===== config.mk =====
export PLATFORM = sky130hd
export DESIGN_NAME = wbb_burst_initiator
export DESIGN_NICKNAME = d
export VERILOG_FILES = /design/src/rtl/wbb_pkg.sv /design/src/rtl/wbb_addr_step.sv /design/src/rtl/wbb_beat_count.sv /design/src/rtl/wbb_burst_initiator.sv
export SDC_FILE = /design/constraint.sdc
export NUM_CORES = 1
export LEC_CHECK = 0
export CELL_PAD_IN_SITES_DETAIL_PLACEMENT = 1
export CELL_PAD_IN_SITES_GLOBAL_PLACEMENT = 1
export CORE_MARGIN = 3
export CORE_UTILIZATION = 31
export CTS_BUF_LIST = sky130_fd_sc_hd__clkbuf_4
export DETAILED_ROUTE_END_ITERATION = 8
export GPL_ROUTABILITY_DRIVEN = 0
export GPL_TIMING_DRIVEN = 0
export PLACE_DENSITY_LB_ADDON = 0.1
export SETUP_SLACK_MARGIN = 0.3
export SYNTH_ARGS = -nofsm -noshare
export SYNTH_HDL_FRONTEND = slang
export SYNTH_SLANG_ARGS = --single-unit

===== constraint.sdc =====
create_clock -name clk -period 1.85 [get_ports clk]
set_input_delay 0.37 -clock clk [delete_from_list [all_inputs] [get_ports clk]]
set_output_delay 0.37 -clock clk [all_outputs]
set_load 0.1 [all_outputs]

===== src/rtl/wbb_pkg.sv =====
package wbb_pkg;

    typedef enum logic [1:0] {
        ST_IDLE,
        ST_CLASSIC,
        ST_INCR,
        ST_FINAL
    } wbb_state_e;

    localparam logic [2:0] CTI_CLASSIC = 3'b000;
    localparam logic [2:0] CTI_INCR    = 3'b010;
    localparam logic [2:0] CTI_EOB     = 3'b111;

    localparam logic [1:0] BTE_LINEAR = 2'b00;
    localparam logic [1:0] BTE_WRAP4  = 2'b01;
    localparam logic [1:0] BTE_WRAP8  = 2'b10;
    localparam logic [1:0] BTE_WRAP16 = 2'b11;

endpackage


===== src/rtl/wbb_addr_step.sv =====
module wbb_addr_step #(
    parameter int AW = 16
) (
    input  logic [AW-1:0] cur_adr,
    input  logic [1:0]    mode,
    output logic [AW-1:0] nxt_adr
);
    import wbb_pkg::*;

    localparam int WRAP_KINDS = 3;

    logic [AW-1:0] plus_one;
    logic [AW-1:0] wrapped [WRAP_KINDS];

    assign plus_one = cur_adr + AW'(1);

    // Wrap variant g keeps bits above (g+2) and counts the low (g+2) bits.
    for (genvar g = 0; g < WRAP_KINDS; g++) begin : g_wrap
        localparam int LB = g + 2;
        assign wrapped[g] = {cur_adr[AW-1:LB], plus_one[LB-1:0]};
    end

    always_comb begin
        unique case (mode)
            BTE_LINEAR: nxt_adr = plus_one;
            BTE_WRAP4:  nxt_adr = wrapped[0];
            BTE_WRAP8:  nxt_adr = wrapped[1];
            BTE_WRAP16: nxt_adr = wrapped[2];
            default:    nxt_adr = plus_one;
        endcase
    end

endmodule


===== src/rtl/wbb_beat_count.sv =====
module wbb_beat_count #(
    parameter int CW = 8
) (
    input  logic          clk,
    input  logic          rst,
    input  logic          load,
    input  logic [CW-1:0] load_beats,
    input  logic          step,
    output logic [CW-1:0] left,
    output logic [CW-1:0] beat_idx,
    output logic          two_left
);
    always_ff @(posedge clk) begin
        if (rst) begin
            left     <= '0;
            beat_idx <= '0;
        end else if (load) begin
            left     <= (load_beats == '0) ? CW'(1) : load_beats;
            beat_idx <= CW'(1);
        end else if (step) begin
            left     <= left - CW'(1);
            beat_idx <= (left == CW'(1)) ? '0 : beat_idx + CW'(1);
        end
    end

    assign two_left = (left == CW'(2));

endmodule


===== src/rtl/wbb_burst_initiator.sv =====
module wbb_burst_initiator #(
    parameter int AW = 16,
    parameter int DW = 32,
    parameter int CW = 8
) (
    input  logic            clk,
    input  logic            rst,
    input  logic            cmd_valid,
    input  logic [AW-1:0]   cmd_addr,
    input  logic [CW-1:0]   cmd_beats,
    input  logic [1:0]      cmd_bte,
    input  logic            cmd_we,
    input  logic [DW/8-1:0] cmd_sel,
    input  logic [DW-1:0]   wr_data,
    output logic [CW-1:0]   wr_beat,
    output logic            busy,
    output logic            done,
    output logic            rd_valid,
    output logic [DW-1:0]   rd_data,
    output logic            wb_cyc_o,
    output logic            wb_stb_o,
    output logic [AW-1:0]   wb_adr_o,
    output logic            wb_we_o,
    output logic [DW/8-1:0] wb_sel_o,
    output logic [DW-1:0]   wb_dat_o,
    output logic [2:0]      wb_cti_o,
    output logic [1:0]      wb_bte_o,
    input  logic            wb_ack_i,
    input  logic [DW-1:0]   wb_dat_i
);
    import wbb_pkg::*;

    localparam int SW = DW / 8;

    wbb_state_e    state_q, state_d;
    logic          accept, beat_ack, last_ack, two_left;
    logic [CW-1:0] left;
    logic [AW-1:0] adr_step;

    assign accept   = cmd_valid && (state_q == ST_IDLE);
    assign beat_ack = wb_stb_o && wb_ack_i;
    assign last_ack = beat_ack && ((state_q == ST_CLASSIC) || (state_q == ST_FINAL));

    wbb_beat_count #(.CW(CW)) u_count (
        .clk        (clk),
        .rst        (rst),
        .load       (accept),
        .load_beats (cmd_beats),
        .step       (beat_ack),
        .left       (left),
        .beat_idx   (wr_beat),
        .two_left   (two_left)
    );

    wbb_addr_step #(.AW(AW)) u_step (
        .cur_adr (wb_adr_o),
        .mode    (wb_bte_o),
        .nxt_adr (adr_step)
    );

    // State register
    always_ff @(posedge clk) begin
        if (rst) state_q <= ST_IDLE;
        else     state_q <= state_d;
    end

    // Transitions
    always_comb begin
        state_d = state_q;
        unique case (state_q)
            ST_IDLE: begin
                if (cmd_valid)
                    state_d = (cmd_beats > CW'(1)) ? ST_INCR : ST_CLASSIC;
            end
            ST_CLASSIC, ST_FINAL: begin
                if (beat_ack) state_d = ST_IDLE;
            end
            ST_INCR: begin
                if (beat_ack) state_d = two_left ? ST_FINAL : ST_INCR;
            end
            default: state_d = ST_IDLE;
        endcase
    end

    // State-decoded outputs
    always_comb begin
        wb_cyc_o = 1'b0;
        wb_cti_o = CTI_CLASSIC;
        unique case (state_q)
            ST_IDLE:    begin wb_cyc_o = 1'b0; wb_cti_o = CTI_CLASSIC; end
            ST_CLASSIC: begin wb_cyc_o = 1'b1; wb_cti_o = CTI_CLASSIC; end
            ST_INCR:    begin wb_cyc_o = 1'b1; wb_cti_o = CTI_INCR;    end
            ST_FINAL:   begin wb_cyc_o = 1'b1; wb_cti_o = CTI_EOB;     end
            default:    begin wb_cyc_o = 1'b0; wb_cti_o = CTI_CLASSIC; end
        endcase
    end

    assign wb_stb_o = wb_cyc_o;
    assign busy     = wb_cyc_o;

    // Bus-side registers: loaded on accept, advanced only on an acknowledge
    always_ff @(posedge clk) begin
        if (rst) begin
            wb_adr_o <= '0;
            wb_we_o  <= 1'b0;
            wb_sel_o <= '0;
            wb_dat_o <= '0;
            wb_bte_o <= BTE_LINEAR;
        end else if (accept) begin
            wb_adr_o <= cmd_addr;
            wb_we_o  <= cmd_we;
            wb_sel_o <= cmd_sel;
            wb_dat_o <= wr_data;
            wb_bte_o <= cmd_bte;
        end else if (beat_ack && (state_q == ST_INCR)) begin
            wb_adr_o <= adr_step;
            if (wb_we_o) wb_dat_o <= wr_data;
        end
    end

    // User-side return path
    always_ff @(posedge clk) begin
        if (rst) begin
            done     <= 1'b0;
            rd_valid <= 1'b0;
            rd_data  <= '0;
        end else begin
            done     <= last_ack;
            rd_valid <= beat_ack && !wb_we_o;
            if (beat_ack && !wb_we_o) rd_data <= wb_dat_i;
        end
    end

    logic unused_ok;
    assign unused_ok = ^{left, SW};

endmodule


==> results.py, run 1 <==
metrics = {
    "setup_path": {
        "path_max_fanout": 5,
        "required_ns": 2.17,
        "ff2ff_path_depth": 8,
        "cp-end-kind": "flip-flop",
        "setup.worst_path.class": "flip-flop to flip-flop",
        "cp-start-kind": "flip-flop",
        "critPathArrivalTime_ns": 2.29,
    },
    "yosys": {
        "syn-cell-area_um2": 4630,
        "seq_area_frac_synth_pct": 46.3,
        "synth.area.top_cells": "dfxtp_1 46%, nand2_1 13%, a21oi_1 9.6%",
        "synth_top_area_share_pct": 46.3,
        "yosys_warnings": 0,
        "postSynthAreaPerCell_um2": 8.13,
        "ys_ff_latch": 107,
        "yosysTopAreaCell": "dfxtp_1",
        "synth_edf_count": 0,
        "syn_nets": 673,
        "synth_most_common_cell": "nand2_1",
        "async_reset_ff_share_pct": 0,
        "ys.flop_type": "dfxtp_1",
        "yosysUniqueCellTypes": 58,
        "synthTopCellsByCount": "157 x nand2_1, 107 x dfxtp_1, 89 x a21oi_1, 29 x nor2_1",
        "syn_inst": 569,
    },
    "grt": {
        "grt_max_degree": 18,
        "grt_overflow": 0,
        "grt-busiest-layer": "met2",
        "grt_usage_pct": 22.6,
        "antenna_found_initial": 2,
        "met3_usage_pct": 6.50,
        "grt_pass1_wl_mm": 29.4,
        "grt_pass1_vias": 5442,
        "met1_usage_pct": 27.0,
        "grt_util_met2_pct": 39.0,
    },
    "floorplan": {
        "io_pins": 202,
        "start_util_pct": 31.7,
        "dieArea_um2": 16400,
        "die_h_um": 128,
        "num_rows": 44,
        "die_x_um": 128,
        "core_area_um2": 14600,
    },
    "clock_network": {
        "clk_path_buf_depth": 2,
        "clk_pin_slew_ns": 0.16,
        "clock-sinks": 107,
        "cts_made_buffers": 9,
        "worstSkewPairLatency_ns": 0.48,
        "cts-hold-fix-buffers": 0,
        "htreeDepth": 3,
        "clockRootBuffer": "clkbuf_4",
        "cts_tree": "done",
    },
    "flow_run": {
        "max_cap_violations": 0,
    },
    "placed_design": {
        "numPortBuffers": 199,
        "detailed_place.area_um2": 7000,
        "dp_hpwl_mm": 12.9,
    },
    "detailed_routing": {
        "routed_wl_mm": 25.0,
        "drt-initial-drc-count": 301,
        "avgRoutedWirePerCell_um": 24.0,
        "routed_via_density": 5.41,
        "drc_errors": 0,
        "vias": 5627,
        "postRouteAntennaNets": 0,
        "firstDrtPassIters": 4,
    },
    "cells_and_area": {
        "design_area_um2": 9950,
        "areaGrowthSynthToFinish_pct": 115,
        "drive_gt1_share_pct": 58.8,
        "fin_nets": 954,
        "fillCellCount": 1436,
    },
    "sta": {
        "relSlewSlack_pct": 39.6,
        "setup_ws_ns": -0.116,
        "timing.final.hold_violations": 0,
        "rsz0062_at_grt": "true",
        "max_freq_ghz": 0.509,
        "finalSetupViolCount": 27,
        "period_needed_ns": 1.97,
        "finalSetupTns_ns": -0.749,
        "drv_slew": 0,
        "fin_crit_sh_pct": 106,
        "tightest_slew_ns": 0.905,
        "finClkSkew_ns": 0.0227,
    },
    "power_and_ir_drop": {
        "max-vdd-ir-drop_mv": 0.497,
        "p_per_area_nw_per_um2": 683,
        "power_w": 0.00679,
        "leakagePower_nw": 4.08,
    },
    "outcome": {
        "violations": "negative setup slack",
        "status": "finished with violations",
    },
    "worst_hold_path": {
        "whs_path_depth": 3,
        "hp-class": "input pin to flip-flop",
    },
}
==> where the power goes <==
part / total (W) / switching [W] / internal [W]
combinational: 0.00274 / 0.00167 / 0.00107
sequential: 0.00262 / 0.000190 / 0.00243
clock: 0.00143 / 0.000884 / 0.000546
==> timing repair <==
item	CTS	global route
gates cloned	8	6
pin swaps	59	155
endpoints found under the setup margin	206	149
buffers inserted	27	30
resized for setup	885	340
==> layer usage <==
layer / routed length (um) / part of all wire (%)
met1: 9090 / 36
met2: 13400 / 53
met3: 1780 / 7.1
met4: 758 / 3.0
met5: 13 / 0.052
==> area by class of cell <==
class / count / area (um2) / share of cell area, %
Timing Repair Buffer: 270 / 3180 / 32.0
Inverter: 6 / 22.5 / 0.226
Tap cell: 184 / 230 / 2.31
Multi-Input combinational cell: 411 / 3540 / 35.6
Clock inverter: 7 / 88.8 / 0.893
Clock buffer: 9 / 67.6 / 0.679
Antenna cell: 1 / 2.50 / 0.0252
Sequential cell: 107 / 2250 / 22.6
Buffer: 45 / 573 / 5.76
==> metrics by stage <==
step	std cells	utilization [%]	hold WS [ns]	worst slack, ns
2_1_floorplan	569	-	0.488	0.152
3_3_place_gp	952	48.0	0.437	-0.614
3_5_place_dp	952	48.0	0.448	-0.652
4_1_cts	1003	56.6	0.226	-0.0905
5_1_grt	1040	68.2	0.275	-0.152
6_report	1040	68.2	0.269	-0.116
==> worst max-delay path, stage by stage, from the launching register on <==
cell and delay (ns):
dfxtp_4 0.39, buf_8 0.13, buf_6 0.12, buf_6 0.11
or3b_4 0.46, buf_6 0.15, buf_8 0.13, o32ai_2 0.25
a211oi_1 0.08
==> cells in the final DEF, fill, tap and decap left out, types with 7 or more instances in the layout <==
master,Yosys,final
nor2_4,0,9
nand2_1,157,66
buf_8,0,40
nand2_4,0,78
buf_4,4,33
dfxtp_4,0,21
clkbuf_16,0,7
nand4_1,10,10
clkdlybuf4s50_1,0,94
buf_12,0,19
clkbuf_4,0,10
clkbuf_1,16,8
buf_6,5,95
dfxtp_1,107,66
a21oi_1,89,7
dfxtp_2,0,20
a21oi_2,1,79
nor2_1,29,16
xor2_1,9,8
clkbuf_8,4,7
nand2_2,0,13
==> logic make-up (layout without fill, tap and decap cells) <==
kind of cell / count (synthesis) / after routing / synth area share, %
other: 0 / 1 / 0
xor gates and xnor gates: 11 / 11 / 2.08
and+or+nand+nor: 246 / 246 / 24.1
DFF: 107 / 107 / 46.3
adders and majority gates: 5 / 5 / 1.35
buffers and inverters: 51 / 337 / 6.57
AOI/OAI and AO/OA: 149 / 149 / 19.6
==> state kept, by name, summed over array words and instances, names as in the netlist <==
signal and flops:
wb_bte_o 2, wb_we_o 1, state_q 2, done 1, rd_data 32, u_count.left 8, wb_sel_o 4, rd_valid 1
wb_adr_o 16, u_count.beat_idx 8, wb_dat_o 32
==> worst paths after layout <==
path	from	end	slack (ns)
worst max-delay path	state_q[1]	u_count.left[0]	-0.12
worst min-delay path	cmd_beats[4]	u_count.left[4]	0.27
worst max register to register	state_q[1]	u_count.left[0]	-0.12
worst min register to register	wb_dat_o[25]	wb_dat_o[25]	0.49
Note: power is estimated with default switching activity, not from simulation.
==> inputs of run 2 (changes only) <==
--- a/config.mk
+++ b/config.mk
@@ -5,10 +5,11 @@
 export SDC_FILE = /design/constraint.sdc
 export NUM_CORES = 1
 export LEC_CHECK = 0
+export ABC_AREA = 1
 export CELL_PAD_IN_SITES_DETAIL_PLACEMENT = 1
 export CELL_PAD_IN_SITES_GLOBAL_PLACEMENT = 1
 export CORE_MARGIN = 3
-export CORE_UTILIZATION = 31
+export CORE_UTILIZATION = 30
 export CTS_BUF_LIST = sky130_fd_sc_hd__clkbuf_4
 export DETAILED_ROUTE_END_ITERATION = 8
 export GPL_ROUTABILITY_DRIVEN = 0
==> run 2 against run 1 <==
Against the previous run:
- the run now ends clean
- cell count rose by 6.7%
- setup slack improved by 0.20 ns
- clock skew fell by 0.0039 ns
- largest power group unchanged
- sequential share of layout area is 5.3 points higher
- highest routed layer is now met4
==> results.py, run 2 <==
metrics = {
    "outcome": {
        "status": "complete, no violations",
    },
    "setup_path": {
        "worstReg2RegEnd": "wb_adr_o[7]",
        "cp-end-kind": "primary output",
        "setup.worst_path.class": "flip-flop to primary output",
        "cp-start-kind": "flip-flop",
        "r2r_slack_ns": 0.24,
        "slowest_delay_ns": 0.41,
        "crit_chain": "nand2_4 -> clkinvlp_4 -> buf_12 -> buf_12",
        "critPathTopFamily": "flip-flops",
        "regToRegStartpoint": "state_q[0]",
        "ff2ff_path_depth": 8,
        "setup.worst_path.start": "state_q[0]",
        "cpMostUsedCell": "buf_12",
        "crit_slowest_cell": "dfxtp_4",
        "required_ns": 1.48,
        "path_buf_inv": 3,
        "path_max_fanout": 4,
        "critPathArrivalTime_ns": 1.40,
    },
    "sta": {
        "relSlewSlack_pct": 55.8,
        "period_needed_ns": 1.77,
        "setup_ws_ns": 0.0821,
        "drv_slew": 0,
        "timing.final.hold_violations": 0,
        "tightest_slew_ns": 0.664,
        "max_freq_ghz": 0.566,
        "rsz0062_at_grt": "true",
        "finalSetupViolCount": 0,
        "finClkSkew_ns": 0.0188,
        "fin_crit_sh_pct": 95.6,
    },
    "grt": {
        "grt_usage_pct": 20.5,
        "grt_pass1_vias": 5613,
        "grt_overflow": 0,
        "grt_pass1_wl_mm": 29.2,
        "grt_max_degree": 19,
        "antenna_found_initial": 0,
    },
    "power_and_ir_drop": {
        "p_per_area_nw_per_um2": 861,
        "leakagePower_nw": 3.21,
        "max-vdd-ir-drop_mv": 0.369,
    },
    "detailed_routing": {
        "firstDrtPassIters": 4,
        "routed_wl_mm": 18.7,
        "postRouteAntennaNets": 0,
        "drt-initial-drc-count": 243,
        "routed_via_density": 4.81,
        "drc_errors": 0,
        "vias": 5338,
        "avgRoutedWirePerCell_um": 16.8,
    },
    "cells_and_area": {
        "areaGrowthSynthToFinish_pct": 70.1,
        "fillCellCount": 1839,
        "diodes": 0,
        "drive_gt1_share_pct": 30.8,
        "final_common_cell": "nor2_1",
        "fin_nets": 998,
        "post-route-util_pct": 53.2,
        "reg.largest.list": "rd_data x32, wb_dat_o x32, wb_adr_o x16",
        "final_cell_mix": "124 x nor2_1, 114 x nand2_1, 97 x clkdlybuf4s50_1",
        "regArea_um2": 2300,
        "multi_input_area_um2": 2380,
    },
    "clock_network": {
        "cts_made_buffers": 9,
        "clock-sinks": 107,
        "clk_pin_slew_ns": 0.18,
        "clockRootBuffer": "clkbuf_4",
        "worstSkewPairLatency_ns": 0.52,
        "clk_path_buf_depth": 2,
        "htreeDepth": 3,
        "cts-hold-fix-buffers": 0,
        "cts_tree": "done",
    },
    "yosys": {
        "synthTopCellsByCount": "131 x nor2_1, 116 x nand2_1, 107 x dfxtp_1, 63 x a21oi_1, 55 x nand3_1",
        "yosysUniqueCellTypes": 44,
        "synth_top_area_share_pct": 44.2,
        "ys_ff_latch": 107,
        "synth_edf_count": 0,
        "ys.flop_type": "dfxtp_1",
        "synth.area.top_cells": "dfxtp_1 44%, nor2_1 10%, nand2_1 9.0%",
        "syn-cell-area_um2": 4840,
        "syn_nets": 776,
        "synth_most_common_cell": "nor2_1",
        "yosys_warnings": 0,
        "yosysTopAreaCell": "dfxtp_1",
        "seq_area_frac_synth_pct": 44.2,
        "async_reset_ff_share_pct": 0,
        "syn_inst": 672,
        "postSynthAreaPerCell_um2": 7.21,
    },
    "placed_design": {
        "pre_cts_slack_ns": -0.318,
        "dp_hpwl_mm": 13.9,
        "numPortBuffers": 200,
    },
    "worst_hold_path": {
        "hold_start": "rst",
        "min_to": "wb_adr_o[4]",
        "whs_path_depth": 3,
        "hp-class": "input pin to flip-flop",
    },
    "floorplan": {
        "start_util_pct": 31.3,
        "num_rows": 45,
        "die_h_um": 133,
        "dieArea_um2": 17700,
        "core_area_um2": 15500,
        "io_pins": 202,
        "die_x_um": 133,
    },
    "flow_run": {
        "max_cap_violations": 0,
    },
}
-- run 2: cell count changes after synthesis, sizes merged, moves of 5 or more --
cell | before | now
nor2 | 29 | 135
o21ai | 12 | 61
nand3 | 11 | 55
inv | 6 | 40
nand2 | 157 | 125
a21oi | 90 | 65
a211oi | 8 | 1
xor2 | 9 | 2
nand2b | 6 | 0
a22oi | 5 | 0
and4 | 5 | 0
-- run 2: kinds of logic after synthesis --
group,synth area share [%]
AOI/OAI and AO/OA,15.3
DFF,44.2
buffers and inverters,8.27
and+or+nand+nor,30.3
xor gates and xnor gates,0.543
adders and majority gates,1.29
-- run 2: power breakdown --
group | total [W] | internal, W | leakage, nW | switching, W
clock network | 0.00147 | 0.000579 | 0.0891 | 0.000886
logic | 0.00292 | 0.000983 | 2.20 | 0.00194
registers | 0.00270 | 0.00250 | 0.916 | 0.000201
-- run 2: metal layers --
| metal | track usage [%] | share of wire (%) |
|---|---|---|
| met5 | 0 | 0 |
| met4 | 8.95 | 3.1 |
| met3 | 5.70 | 5.9 |
| met2 | 35.3 | 51 |
| met1 | 23.6 | 40 |
-- run 2: worst max path at each step --
stage                        to  depth (start not counted)
floorplan           wb_cti_o[2]                          3
global placement       wb_stb_o                          4
detailed placement     wb_stb_o                          4
CTS                 wb_cti_o[2]                          4
global route           wb_cyc_o                          4
finish              wb_cti_o[2]                          4
-- run 2: what timing repair did --
item,4_1_cts,5_1_grt
buffers inserted,2,8
gates cloned,0,1
pin swaps,0,7
resized for setup,770,188
setup endpoints to repair,104,172
-- run 2: metrics by stage --
stage          power (W)  cells  setup TNS, ns  hold slack (ns)  cell area [um2]
2_1_floorplan    0.00453    672              0            0.443             4920
3_3_place_gp     0.00527   1083          -2.39            0.448             7190
3_5_place_dp     0.00532   1083          -4.52            0.455             7190
4_1_cts          0.00694   1101              0            0.286             7680
5_1_grt          0.00743   1110              0            0.350             8240
6_report         0.00709   1110              0            0.347             8240
-- run 2: final cells by class --
| type | instances | area share [%] |
|---|---|---|
| buffer | 39 | 3.72 |
| clock buffer | 10 | 0.911 |
| clock inverter | 6 | 1.17 |
| inverter | 41 | 2.22 |
| multi-input combinational | 485 | 28.9 |
| sequential | 107 | 27.9 |
| tap | 211 | 3.20 |
| timing repair buffer | 211 | 32.0 |
-- run 2: tightest hold or removal path, delay by kind of cell --
kind	cells	cell delay, ns
buffers and inverters	1	0.27
AO/OA/AOI/OAI	2	0.18
